===== config.mk =====
export PLATFORM = sky130hd
export DESIGN_NAME = tpg_pulse_gen
export DESIGN_NICKNAME = d
export VERILOG_FILES = /design/src/rtl/tpg_pkg.sv /design/src/rtl/tpg_cfg_regs.sv /design/src/rtl/tpg_wave_seq.sv /design/src/rtl/tpg_pulse_gen.sv
export SDC_FILE = /design/constraint.sdc
export NUM_CORES = 1
export LEC_CHECK = 0
export ABC_AREA = 1
export BUFFER_PORTS_ARGS = -buffer_cell sky130_fd_sc_hd__buf_2
export CAP_MARGIN = 20
export CORE_MARGIN = 5
export CORE_UTILIZATION = 30
export DETAILED_ROUTE_END_ITERATION = 10
export MAX_ROUTING_LAYER = met4
export PLACE_DENSITY = 0.57
export SLEW_MARGIN = 5
export SYNTH_ARGS = -nofsm -noshare
export SYNTH_HDL_FRONTEND = slang
export SYNTH_SLANG_ARGS = --single-unit

===== constraint.sdc =====
create_clock -name clk -period 3 [get_ports clk]
set_input_delay 0.3 -clock clk [delete_from_list [all_inputs] [get_ports clk]]
set_output_delay 0.3 -clock clk [all_outputs]
set_load 0.01 [all_outputs]

===== src/rtl/tpg_pkg.sv =====
package tpg_pkg;
  typedef enum logic [2:0] {
    ST_IDLE  = 3'd0,
    ST_ARMED = 3'd1,
    ST_HIGH  = 3'd2,
    ST_LOW   = 3'd3,
    ST_HOLD  = 3'd4
  } gen_state_e;

  localparam logic [2:0] SEL_HIGH  = 3'd0;
  localparam logic [2:0] SEL_LOW   = 3'd1;
  localparam logic [2:0] SEL_PHASE = 3'd2;
  localparam logic [2:0] SEL_CTRL  = 3'd3;
  localparam logic [2:0] SEL_SYNC  = 3'd4;

  localparam int CTRL_EN_BIT   = 0;
  localparam int CTRL_STOP_BIT = 1;
  localparam int CTRL_CLR_BIT  = 2;
  localparam int SYNC_BIT      = 0;
endpackage


===== src/rtl/tpg_cfg_regs.sv =====
module tpg_cfg_regs
  import tpg_pkg::*;
#(
  parameter int TW        = 32,
  parameter int GRAN      = 16,
  parameter int MIN_PHASE = 16
) (
  input  logic          clk,
  input  logic          rst_n,
  input  logic          wr_en,
  input  logic [2:0]    wr_sel,
  input  logic [TW-1:0] wr_data,
  input  logic          gen_busy,
  output logic [TW-1:0] act_high,
  output logic [TW-1:0] act_low,
  output logic [TW-1:0] act_phase,
  output logic          start_o,
  output logic          stop_o,
  output logic          clear_o
);
  localparam int GL = $clog2(GRAN);
  localparam logic [TW-1:0] PHASE_FLOOR = TW'(MIN_PHASE);

  function automatic logic [TW-1:0] round_up(input logic [TW-1:0] v);
    logic [TW:0] s;
    s = {1'b0, v} + (TW+1)'(GRAN - 1);
    return TW'((s >> GL) << GL);
  endfunction

  logic [TW-1:0] stg_high_q, stg_high_d;
  logic [TW-1:0] stg_low_q, stg_low_d;
  logic [TW-1:0] stg_phase_q, stg_phase_d;
  logic [TW-1:0] act_high_q, act_low_q, act_phase_q;
  logic          pend_en_q, pend_en_d, pend_stop_q, pend_stop_d;
  logic          stg_en, act_en, pend_wr;
  logic          sync_hit, ctrl_hit;
  logic [TW-1:0] phase_rnd;

  assign sync_hit = wr_en && (wr_sel == SEL_SYNC) && wr_data[SYNC_BIT];
  assign ctrl_hit = wr_en && (wr_sel == SEL_CTRL);
  assign clear_o  = ctrl_hit && wr_data[CTRL_CLR_BIT];
  assign stop_o   = sync_hit && pend_stop_q;
  assign start_o  = sync_hit && pend_en_q && !pend_stop_q && !gen_busy;
  assign act_en   = sync_hit && !gen_busy;
  assign phase_rnd = round_up(wr_data);

  always_comb begin
    stg_high_d  = stg_high_q;
    stg_low_d   = stg_low_q;
    stg_phase_d = stg_phase_q;
    stg_en      = 1'b0;
    if (wr_en) begin
      unique case (wr_sel)
        SEL_HIGH:  begin stg_high_d = round_up(wr_data); stg_en = 1'b1; end
        SEL_LOW:   begin stg_low_d = round_up(wr_data); stg_en = 1'b1; end
        SEL_PHASE: begin
          stg_phase_d = (phase_rnd < PHASE_FLOOR) ? PHASE_FLOOR : phase_rnd;
          stg_en = 1'b1;
        end
        default: ;
      endcase
    end
  end

  always_comb begin
    pend_en_d   = pend_en_q;
    pend_stop_d = pend_stop_q;
    pend_wr     = 1'b0;
    if (ctrl_hit) begin
      pend_wr = 1'b1;
      if (wr_data[CTRL_CLR_BIT]) begin
        pend_en_d   = 1'b0;
        pend_stop_d = 1'b0;
      end else begin
        pend_en_d   = wr_data[CTRL_EN_BIT];
        pend_stop_d = wr_data[CTRL_STOP_BIT];
      end
    end else if (sync_hit) begin
      pend_wr     = 1'b1;
      pend_en_d   = 1'b0;
      pend_stop_d = 1'b0;
    end
  end

  always_ff @(posedge clk or negedge rst_n) begin
    if (!rst_n) begin
      stg_high_q  <= '0;
      stg_low_q   <= '0;
      stg_phase_q <= PHASE_FLOOR;
    end else if (stg_en) begin
      stg_high_q  <= stg_high_d;
      stg_low_q   <= stg_low_d;
      stg_phase_q <= stg_phase_d;
    end
  end

  always_ff @(posedge clk or negedge rst_n) begin
    if (!rst_n) begin
      pend_en_q   <= 1'b0;
      pend_stop_q <= 1'b0;
    end else if (pend_wr) begin
      pend_en_q   <= pend_en_d;
      pend_stop_q <= pend_stop_d;
    end
  end

  always_ff @(posedge clk or negedge rst_n) begin
    if (!rst_n) begin
      act_high_q  <= '0;
      act_low_q   <= '0;
      act_phase_q <= PHASE_FLOOR;
    end else if (act_en) begin
      act_high_q  <= stg_high_q;
      act_low_q   <= stg_low_q;
      act_phase_q <= stg_phase_q;
    end
  end

  assign act_high  = act_high_q;
  assign act_low   = act_low_q;
  assign act_phase = act_phase_q;


  busy_sync_hold_chk: assert property (@(posedge clk) disable iff (!rst_n)
    (sync_hit && gen_busy) |=> ($stable(act_high_q) && $stable(act_low_q) && $stable(act_phase_q)));


  phase_floor_chk: assert property (@(posedge clk) disable iff (!rst_n)
    act_phase_q >= PHASE_FLOOR);
endmodule


===== src/rtl/tpg_wave_seq.sv =====
module tpg_wave_seq
  import tpg_pkg::*;
#(
  parameter int TW     = 32,
  parameter int STEP_W = 4
) (
  input  logic              clk,
  input  logic              rst_n,
  input  logic [TW-1:0]     ns_now,
  input  logic [STEP_W-1:0] tick_ns,
  input  logic [TW-1:0]     act_high,
  input  logic [TW-1:0]     act_low,
  input  logic [TW-1:0]     act_phase,
  input  logic              start_i,
  input  logic              stop_i,
  input  logic              clear_i,
  output logic              pin_o,
  output logic              busy_o
);
  gen_state_e    st_q, st_d;
  logic [TW-1:0] cnt_q, cnt_d;
  logic          pin_q, pin_d;
  logic          cnt_en;
  logic [TW-1:0] tick_ext, over;
  logic          expire, phase_hit;

  assign tick_ext  = {{(TW-STEP_W){1'b0}}, tick_ns};
  assign expire    = tick_ext >= cnt_q;
  assign over      = tick_ext - cnt_q;
  assign phase_hit = ns_now >= act_phase;

  always_comb begin
    st_d   = st_q;
    cnt_d  = cnt_q;
    pin_d  = pin_q;
    cnt_en = 1'b0;
    if (clear_i || stop_i) begin
      st_d   = ST_IDLE;
      pin_d  = 1'b0;
      cnt_d  = '0;
      cnt_en = 1'b1;
    end else if (start_i) begin
      st_d  = ST_ARMED;
      pin_d = 1'b0;
    end else begin
      unique case (st_q)
        ST_ARMED: begin
          if (phase_hit) begin
            if (act_high == '0) begin
              st_d  = ST_HOLD;
              pin_d = 1'b0;
            end else if (act_low == '0) begin
              st_d  = ST_HOLD;
              pin_d = 1'b1;
            end else begin
              st_d   = ST_HIGH;
              pin_d  = 1'b1;
              cnt_d  = act_high;
              cnt_en = 1'b1;
            end
          end
        end
        ST_HIGH: begin
          cnt_en = 1'b1;
          if (expire) begin
            st_d  = ST_LOW;
            pin_d = 1'b0;
            cnt_d = act_low - over;
          end else begin
            cnt_d = cnt_q - tick_ext;
          end
        end
        ST_LOW: begin
          cnt_en = 1'b1;
          if (expire) begin
            st_d  = ST_HIGH;
            pin_d = 1'b1;
            cnt_d = act_high - over;
          end else begin
            cnt_d = cnt_q - tick_ext;
          end
        end
        default: ;
      endcase
    end
  end

  always_ff @(posedge clk or negedge rst_n) begin
    if (!rst_n) begin
      st_q  <= ST_IDLE;
      pin_q <= 1'b0;
    end else begin
      st_q  <= st_d;
      pin_q <= pin_d;
    end
  end

  always_ff @(posedge clk or negedge rst_n) begin
    if (!rst_n) begin
      cnt_q <= '0;
    end else if (cnt_en) begin
      cnt_q <= cnt_d;
    end
  end

  assign pin_o  = pin_q;
  assign busy_o = (st_q != ST_IDLE);


  stop_clear_low_chk: assert property (@(posedge clk) disable iff (!rst_n)
    (stop_i || clear_i) |=> (!pin_q && st_q == ST_IDLE));


  idle_low_chk: assert property (@(posedge clk) disable iff (!rst_n)
    (st_q == ST_IDLE) |-> !pin_q);


  arm_rise_chk: assert property (@(posedge clk) disable iff (!rst_n)
    (st_q == ST_ARMED && phase_hit && act_high != '0 && !stop_i && !clear_i) |=> pin_q);


  hold_stable_chk: assert property (@(posedge clk) disable iff (!rst_n)
    (st_q == ST_HOLD && !stop_i && !clear_i) |=> $stable(pin_q));


  high_level_chk: assert property (@(posedge clk) disable iff (!rst_n)
    (st_q == ST_HIGH) |-> pin_q);
endmodule


===== src/rtl/tpg_pulse_gen.sv =====
module tpg_pulse_gen
  import tpg_pkg::*;
#(
  parameter int TW        = 32,
  parameter int STEP_W    = 4,
  parameter int GRAN      = 16,
  parameter int MIN_PHASE = 16
) (
  input  logic              clk,
  input  logic              rst_n,
  input  logic [TW-1:0]     ns_now,
  input  logic [STEP_W-1:0] tick_ns,
  input  logic              wr_en,
  input  logic [2:0]        wr_sel,
  input  logic [TW-1:0]     wr_data,
  output logic              pulse_o
);
  logic [TW-1:0] act_high, act_low, act_phase;
  logic          start_p, stop_p, clear_p, busy;

  tpg_cfg_regs #(
    .TW(TW), .GRAN(GRAN), .MIN_PHASE(MIN_PHASE)
  ) u_cfg (
    .clk(clk), .rst_n(rst_n),
    .wr_en(wr_en), .wr_sel(wr_sel), .wr_data(wr_data),
    .gen_busy(busy),
    .act_high(act_high), .act_low(act_low), .act_phase(act_phase),
    .start_o(start_p), .stop_o(stop_p), .clear_o(clear_p)
  );

  tpg_wave_seq #(
    .TW(TW), .STEP_W(STEP_W)
  ) u_seq (
    .clk(clk), .rst_n(rst_n),
    .ns_now(ns_now), .tick_ns(tick_ns),
    .act_high(act_high), .act_low(act_low), .act_phase(act_phase),
    .start_i(start_p), .stop_i(stop_p), .clear_i(clear_p),
    .pin_o(pulse_o), .busy_o(busy)
  );
endmodule


==> impl_metrics.py, run 1 <==
metrics = {
    "clock_tree": {
        "cts_root_buffer": "clkbuf_16",
        "worst_skew_pair.late_latency_ps": 540,
        "clkSinkCount": 206,
        "cts_tree": "yes",
        "htree_num_levels": 1,
        "clk_pin_slew_ps": 70,
        "cts_buffers": 25,
        "clock_path_buffers": 3,
    },
    "grt": {
        "grt_pass1_vias": 17400,
        "grt_max_degree": 109,
        "antenna_found_initial": 0,
        "grt_usage_pct": 20.96,
        "grt_pass1_wl_um": 96770,
        "grt.overflow.total": 0,
    },
    "drt": {
        "detail_route.wl_per_cell_um": 17.33,
        "vias_per_cell": 4.902,
        "drtIter0Drc": 1587,
        "post-route-drc-count": 0,
        "drt-total-wl_um": 63930,
        "vias": 18090,
        "antenna_left": 0,
        "drt_pass1_iterations": 5,
    },
    "floorplan": {
        "start_util_pct": 30.41,
        "io_pins": 75,
        "die_h_um": 244.3,
        "dieArea_sq_mm": 0.05967,
        "std_cell_rows": 85,
        "die_x_um": 244.3,
        "core_area_sq_mm": 0.05413,
    },
    "setup_path": {
        "worstPathCellList": "ha_2 -> inv_2 -> fa_2 -> buf_6 -> nand3_4 -> nand2_8 -> buf_12 -> xor2_4 -> ha_4 -> nand3_2 -> o21bai_4 -> inv_2 -> o21ai_4 -> nand4_1 -> nand3_1 -> nand3_1 -> nand3_2 -> nand3_2 -> nand2_1 -> nand2_1",
        "cp_max_fo": 5,
        "reg2reg_from": "u_seq.cnt_q[0]$_DFFE_PN0P_",
        "crit_type": "flip-flop to flip-flop",
        "max_stage_delay_ps": 390,
        "critPathArrivalTime_ps": 3830,
        "cp_slowest_cell": "dfrtp_1",
        "worst-path-stages": 20,
        "worstPathRequired_ps": 3420,
        "setup.worst_path.start": "u_seq.cnt_q[0]$_DFFE_PN0P_",
        "crit_path_end_kind": "flip-flop",
        "critPathBufInv": 4,
        "path_delay_family": "simple AND/OR/NAND/NOR gates",
        "path_common_cell": "nand3_2",
        "cp-start-kind": "flip-flop",
        "reg2reg_depth": 20,
    },
    "sta": {
        "worstMarginPinSlew_ps": 991.0,
        "clock_skew_ps": 22.86,
        "hold_viol": 0,
        "rsz0062_at_grt": "yes",
        "fin_crit_sh_pct": 113.7,
        "min_period_ps": 3410,
        "max_freq_mhz": 293.3,
        "setup_viol": 25,
        "worst_slack_ps": -409.9,
        "fin_hold_ws_ps": 40.67,
        "slew_violations": 0,
        "slew_headroom_pct": 33.93,
    },
    "synth": {
        "synth_edf_count": 0,
        "ys_ff_latch": 206,
        "synth_fp_nets": 2641,
        "ys_warn_count": 0,
        "ys_seq_area_share_pct": 31.32,
        "synth_area_leaders": "dfrtp_1 (31%), nand2_1 (17%), inv_1 (8.2%)",
        "synthFlopType": "dfrtp_1",
        "yosysUniqueCellTypes": 55,
        "yosysTopAreaCell": "dfrtp_1",
        "avgSynthCellArea_sq_um": 6.567,
        "yosys.area.top_type_share_pct": 31.01,
        "synthesis.instances": 2507,
        "ys_async_sr_fraction_pct": 100.0,
        "syn_area_sq_mm": 0.01646,
    },
    "layout": {
        "regArea_sq_mm": 0.005157,
        "multiInputGateArea_sq_mm": 0.01148,
        "area_growth_pct": 42.71,
        "drive_gt1_share_pct": 34.25,
        "final_common_cell": "nand2_1",
        "post-route-cell-area_sq_mm": 0.02350,
        "mostFrequentLayoutCells": "nand2_1 (632), buf_4 (393), inv_1 (342)",
        "fin_cells": 3689,
        "layout.nets": 3109,
        "antennaDiodeCount": 0,
        "fill_cells": 5520,
    },
    "pwr": {
        "clkPwrFrac_pct": 11.2,
        "peakVddDrop_mv": 0.4500,
        "pwr-share-seq_pct": 17.8,
        "p_switching_mw": 13.47,
        "p_per_area_mw_per_mm2": 1146,
        "cellLeakagePower_nw": 11.44,
        "internal_power_mw": 13.45,
        "power.share.combinational_pct": 71.1,
        "p_sw_share_pct": 50.03,
    },
    "status": {
        "status": "complete, but fails checks",
        "violations": "setup timing",
    },
    "worst_hold_path": {
        "whs_path_depth": 3,
        "hold_class": "primary input to flip-flop",
        "hp-start": "wr_data[1]",
    },
    "placed_design": {
        "post-place-cells": 3610,
        "dp_hpwl_um": 50160,
        "placed_cell_area_sq_mm": 0.02047,
        "io_buffers": 74,
        "gp_congestion": 1.000,
    },
    "flow_run": {
        "maxCapViolCount": 0,
    },
}
-- stage by stage --
step	utilization (%)	worst slack [ps]	TNS [ps]	power (mW)
2_1_floorplan	-	4.199	0	12.76
3_3_place_gp	37.81	-823.2	-12700	19.88
3_5_place_dp	37.81	-809.8	-13210	19.89
4_1_cts	40.98	-274.5	-4792	24.30
5_1_grt	43.40	-472.9	-10430	28.66
6_report	43.40	-409.9	-7202	26.92
-- worst paths after layout --
kind                                                         to  slack [ps]
worst max register to register      u_seq.cnt_q[25]$_DFFE_PN0P_        -410
min in group asynchronous       u_cfg.act_phase[21]$_DFFE_PN0P_         360
worst min-delay path              u_cfg.pend_stop_q$_DFFE_PN0P_          40
worst max-delay path                u_seq.cnt_q[25]$_DFFE_PN0P_        -410
max in group asynchronous        u_cfg.act_phase[4]$_DFFE_PN1P_        1850
worst min register to register   u_cfg.act_phase[4]$_DFFE_PN1P_         470
-- area by class of cell --
class | instances | share of cell area (%)
Sequential cell | 206 | 21.95
Timing Repair Buffer | 496 | 15.86
Clock buffer | 32 | 2.945
Multi-Input combinational cell | 1860 | 48.87
Inverter | 386 | 6.188
Clock inverter | 13 | 0.4793
Tap cell | 696 | 3.706
-- cells in the mapped netlist (6+ instances only) --
master	instances
nand2_1	736
inv_1	360
nand3_1	220
o21ai_0	220
dfrtp_1	204
nor2_1	170
a21oi_1	83
ha_1	58
nand4_1	50
nand2_2	44
clkbuf_1	41
xor2_1	36
nor3_1	31
nand3_2	28
nor2_2	25
inv_2	24
nor4_1	22
nor2_4	15
nand2_4	12
xnor2_1	11
o21ai_1	10
o211ai_1	9
o2111ai_1	7
o21bai_1	7
o22ai_1	7
a21oi_2	6
nand3b_1	6
-- cell families (layout without fill, tap and decap cells) --
logic type,count (synthesis),after routing,share of synthesized area (%)
xor+xnor,47,47,2.500
flops,206,206,31.32
fa+ha+maj,60,60,4.651
compound gates,379,379,12.81
buf+inv,441,927,10.39
simple gates,1374,1374,38.32
-- per-layer routing --
metal  share of wire (%)  vias up  global-route usage, %  routed length [um]
li1                    -     9080                      -                   -
met1                  46     8341                  29.24               29480
met2                  44      568                  32.29               28190
met3                 7.0       96                  2.992                4453
met4                 2.8        0                  5.178                1806
met5                   0        -                      -                   0
-- flip-flops by register name (all words and copies together) (netlist names) --
register,count
u_cfg.act_high,28
u_seq.pin_o,1
u_cfg.stg_low_q,28
u_cfg.pend_en_q,1
u_cfg.act_phase,28
u_seq.st_q,3
u_seq.cnt_q,32
u_cfg.act_low,28
u_cfg.stg_high_q,28
u_cfg.pend_stop_q,1
u_cfg.stg_phase_q,28
-- worst min-delay path, cell delays in order --
cell and delay, ps:
buf_2 90, inv_1 60, o32ai_1 80
-- power by group through the flow --
stage,logic (mW),clock network [mW],registers [mW]
5_1_grt,20.6,3.18,4.89
3_3_place_gp,15.2,0,4.71
3_5_place_dp,15.2,0,4.71
6_report,19.1,3.00,4.79
4_1_cts,16.5,3.05,4.72
2_1_floorplan,8.36,0,4.40
-- repair_timing --
action | in CTS | in global routing
pin swaps | 44 | 138
resized for setup | 175 | 298
setup endpoints to repair | 25 | 28
hold endpoints to repair | 80 | 0
hold buffers | 1 | 0
buffers inserted | 19 | 17
Power figures use the tool's default switching activity.
==> run 2: changes to the inputs <==
==> constraint.sdc (replaced) <==
create_clock -name clk -period 2.9 [get_ports clk]
set_input_delay 0.29 -clock clk [delete_from_list [all_inputs] [get_ports clk]]
set_output_delay 0.29 -clock clk [all_outputs]
set_load 0.01 [all_outputs]
==> run 2 against run 1 <==
  * Largest cell class unchanged
  * The run still ends with setup timing left
  * Design area down 0.23%
  * Clock power rose by 5%
  * Core utilization shrank 0.10 points
  * Register-to-register slack about the same
  * Global-route usage grew 0.26 points
  * Setup slack improved by 8.0 ps
==> impl_metrics.py, run 2 (synthesis gave the netlist of run 1 again) <==
metrics = {
    "layout": {
        "largest_register": "u_seq.cnt_q",
        "largest_reg_flops": 32,
        "antennaDiodeCount": 0,
        "drive_gt1_share_pct": 33.93,
        "area_growth_pct": 42.37,
        "fill_cells": 5534,
        "layout.nets": 3144,
        "fin_cells": 3723,
        "final_common_cell": "nand2_1",
        "final_util_pct": 43.30,
        "mostFrequentLayoutCells": "nand2_1 (640), buf_4 (435), inv_1 (347)",
    },
    "sta": {
        "hold_viol": 0,
        "rsz0062_at_grt": "yes",
        "max_freq_mhz": 302.9,
        "fin_crit_sh_pct": 113.9,
        "worstMarginPinSlew_ps": 977.7,
        "clock_skew_ps": 11.15,
        "setup_viol": 25,
        "finalSetupTns_ps": -7576,
        "slew_headroom_pct": 34.75,
        "min_period_ps": 3302,
        "slew_violations": 0,
        "worst_slack_ps": -401.8,
    },
    "grt": {
        "grt_pass1_vias": 17640,
        "grt_pass1_wl_um": 97790,
        "grt_usage_pct": 21.22,
        "grt_max_degree": 91,
        "antenna_found_initial": 0,
        "grt.overflow.total": 0,
    },
    "pwr": {
        "p_per_area_mw_per_mm2": 1176,
        "peakVddDrop_mv": 0.5033,
        "cellLeakagePower_nw": 11.54,
        "power.total_mw": 27.56,
    },
    "setup_path": {
        "max_stage_delay_ps": 370,
        "cp_max_fo": 7,
        "cp_slowest_cell": "dfrtp_1",
        "worstPathCellList": "ha_2 -> inv_2 -> fa_2 -> nand3_2 -> nand3_4 -> buf_6 -> nand3_4 -> xor2_1 -> buf_4 -> ha_4 -> buf_4 -> nand3_4 -> inv_4 -> nand2_4 -> nor2_4 -> nand3_2 -> nand3_1 -> nand2_1 -> nand2_2 -> nand2_1 -> nand3_1 -> nand3_1 -> nand2_1 -> nand2_1",
        "rrSetupSlack_ps": -400,
        "cp-start-kind": "flip-flop",
        "reg2reg_depth": 24,
        "crit_type": "flip-flop to flip-flop",
        "r2r-end": "u_seq.cnt_q[24]$_DFFE_PN0P_",
        "critPathArrivalTime_ps": 3740,
        "worstPathRequired_ps": 3330,
        "reg2reg_from": "u_seq.cnt_q[0]$_DFFE_PN0P_",
        "critPathBufInv": 5,
        "path_common_cell": "nand2_1",
        "path_delay_family": "simple AND/OR/NAND/NOR gates",
        "crit_path_end_kind": "flip-flop",
    },
    "floorplan": {
        "core_area_sq_mm": 0.05413,
        "std_cell_rows": 85,
        "die_h_um": 244.3,
        "die_x_um": 244.3,
        "dieArea_sq_mm": 0.05967,
        "io_pins": 75,
        "start_util_pct": 30.41,
    },
    "drt": {
        "drt_pass1_iterations": 5,
        "drtIter0Drc": 1663,
        "drt-total-wl_um": 63830,
        "vias": 18220,
        "vias_per_cell": 4.893,
        "post-route-drc-count": 0,
        "detail_route.wl_per_cell_um": 17.15,
        "antenna_left": 0,
    },
    "clock_tree": {
        "clock_path_buffers": 3,
        "worst_skew_pair.late_latency_ps": 540,
        "cts_root_buffer": "clkbuf_16",
        "cts_buffers": 25,
        "htree_num_levels": 1,
        "clk_pin_slew_ps": 70,
        "cts_tree": "yes",
        "clkSinkCount": 206,
    },
    "placed_design": {
        "io_buffers": 74,
        "post-place-cells": 3661,
        "gp_congestion": 1.001,
        "dp_hpwl_um": 51050,
    },
    "status": {
        "violations": "setup timing",
        "status": "complete, but fails checks",
    },
    "flow_run": {
        "maxCapViolCount": 0,
    },
    "worst_hold_path": {
        "whs_path_depth": 3,
        "hold_class": "primary input to flip-flop",
        "hp-start": "wr_data[1]",
        "min_to": "u_cfg.pend_stop_q$_DFFE_PN0P_",
    },
}
run 2: cell types whose count changed in the layout (fill, tap and decap cells not counted), sizes merged:
cell	previous run	this run
inv	384	386
buf	495	530
bufinv	1	2
clkinvlp	6	2
run 2: cell type report:
cell class / count / area [sq um] / area share (%)
Clock inverter: 12 / 137.6 / 0.5871
Sequential cell: 206 / 5159 / 22.01
Clock buffer: 32 / 671.9 / 2.866
Tap cell: 696 / 870.8 / 3.715
Inverter: 386 / 1454 / 6.202
Multi-Input combinational cell: 1860 / 11190 / 47.76
Timing Repair Buffer: 531 / 3954 / 16.87
run 2: routing by layer:
metal	vias to the layer above	GRT usage, %	wire length [um]
li1	9135	-	-
met1	8410	29.29	29560
met2	577	32.56	28070
met3	94	3.134	4428
met4	0	6.140	1776
met5	-	-	0
run 2: power breakdown:
| group | switching [mW] | internal [mW] | leakage [nW] |
|---|---|---|---|
| logic | 11.3 | 8.19 | 8.59 |
| registers | 0.998 | 3.89 | 2.56 |
| clock network | 1.33 | 1.83 | 0.390 |
run 2: repair_timing:
item / CTS / global route
setup buffers: 9 / 11
endpoints found under the hold margin: 84 / 0
setup endpoints to repair: 26 / 32
pin swaps: 23 / 67
hold buffers: 1 / 0
resized for setup: 144 / 255
run 2: through the flow:
step	hold WS [ps]	setup slack [ps]	area, sq um
3_3_place_gp	338.9	-915.1	20890
2_1_floorplan	-5.591	-39.05	16490
5_1_grt	29.06	-628.3	23440
4_1_cts	9.645	-350.8	22400
3_5_place_dp	340.7	-904.4	20890
6_report	28.76	-401.8	23440
run 2: how the worst max path moves through the flow:
stage / from / end / slack (ps) / cells after the start
6_report: u_seq.cnt_q[0]$_DFFE_PN0P_ / u_seq.cnt_q[24]$_DFFE_PN0P_ / -400 / 24
5_1_grt: u_seq.cnt_q[0]$_DFFE_PN0P_ / u_seq.cnt_q[24]$_DFFE_PN0P_ / -630 / 24
4_1_cts: u_seq.cnt_q[0]$_DFFE_PN0P_ / u_seq.cnt_q[24]$_DFFE_PN0P_ / -350 / 24
3_5_place_dp: tick_ns[0] / u_seq.cnt_q[25]$_DFFE_PN0P_ / -900 / 21
3_3_place_gp: tick_ns[0] / u_seq.cnt_q[25]$_DFFE_PN0P_ / -920 / 21
2_1_floorplan: u_seq.cnt_q[0]$_DFFE_PN0P_ / u_seq.cnt_q[28]$_DFFE_PN0P_ / -40 / 23
run 2: worst reg2reg max path: stages (launching register included):
cell     delay, ps
dfrtp_1        370
ha_2           180
inv_2           30
fa_2           340
nand3_2        100
nand3_4        200
buf_6          210
nand3_4         50
xor2_1          70
buf_4          170
ha_4           310
buf_4          120
nand3_4        100
inv_4           90
nand2_4         70
nor2_4         130
nand3_2        110
nand3_1        100
nand2_1         60
nand2_2         90
nand2_1         60
nand3_1         60
nand3_1         70
nand2_1         60
nand2_1         50
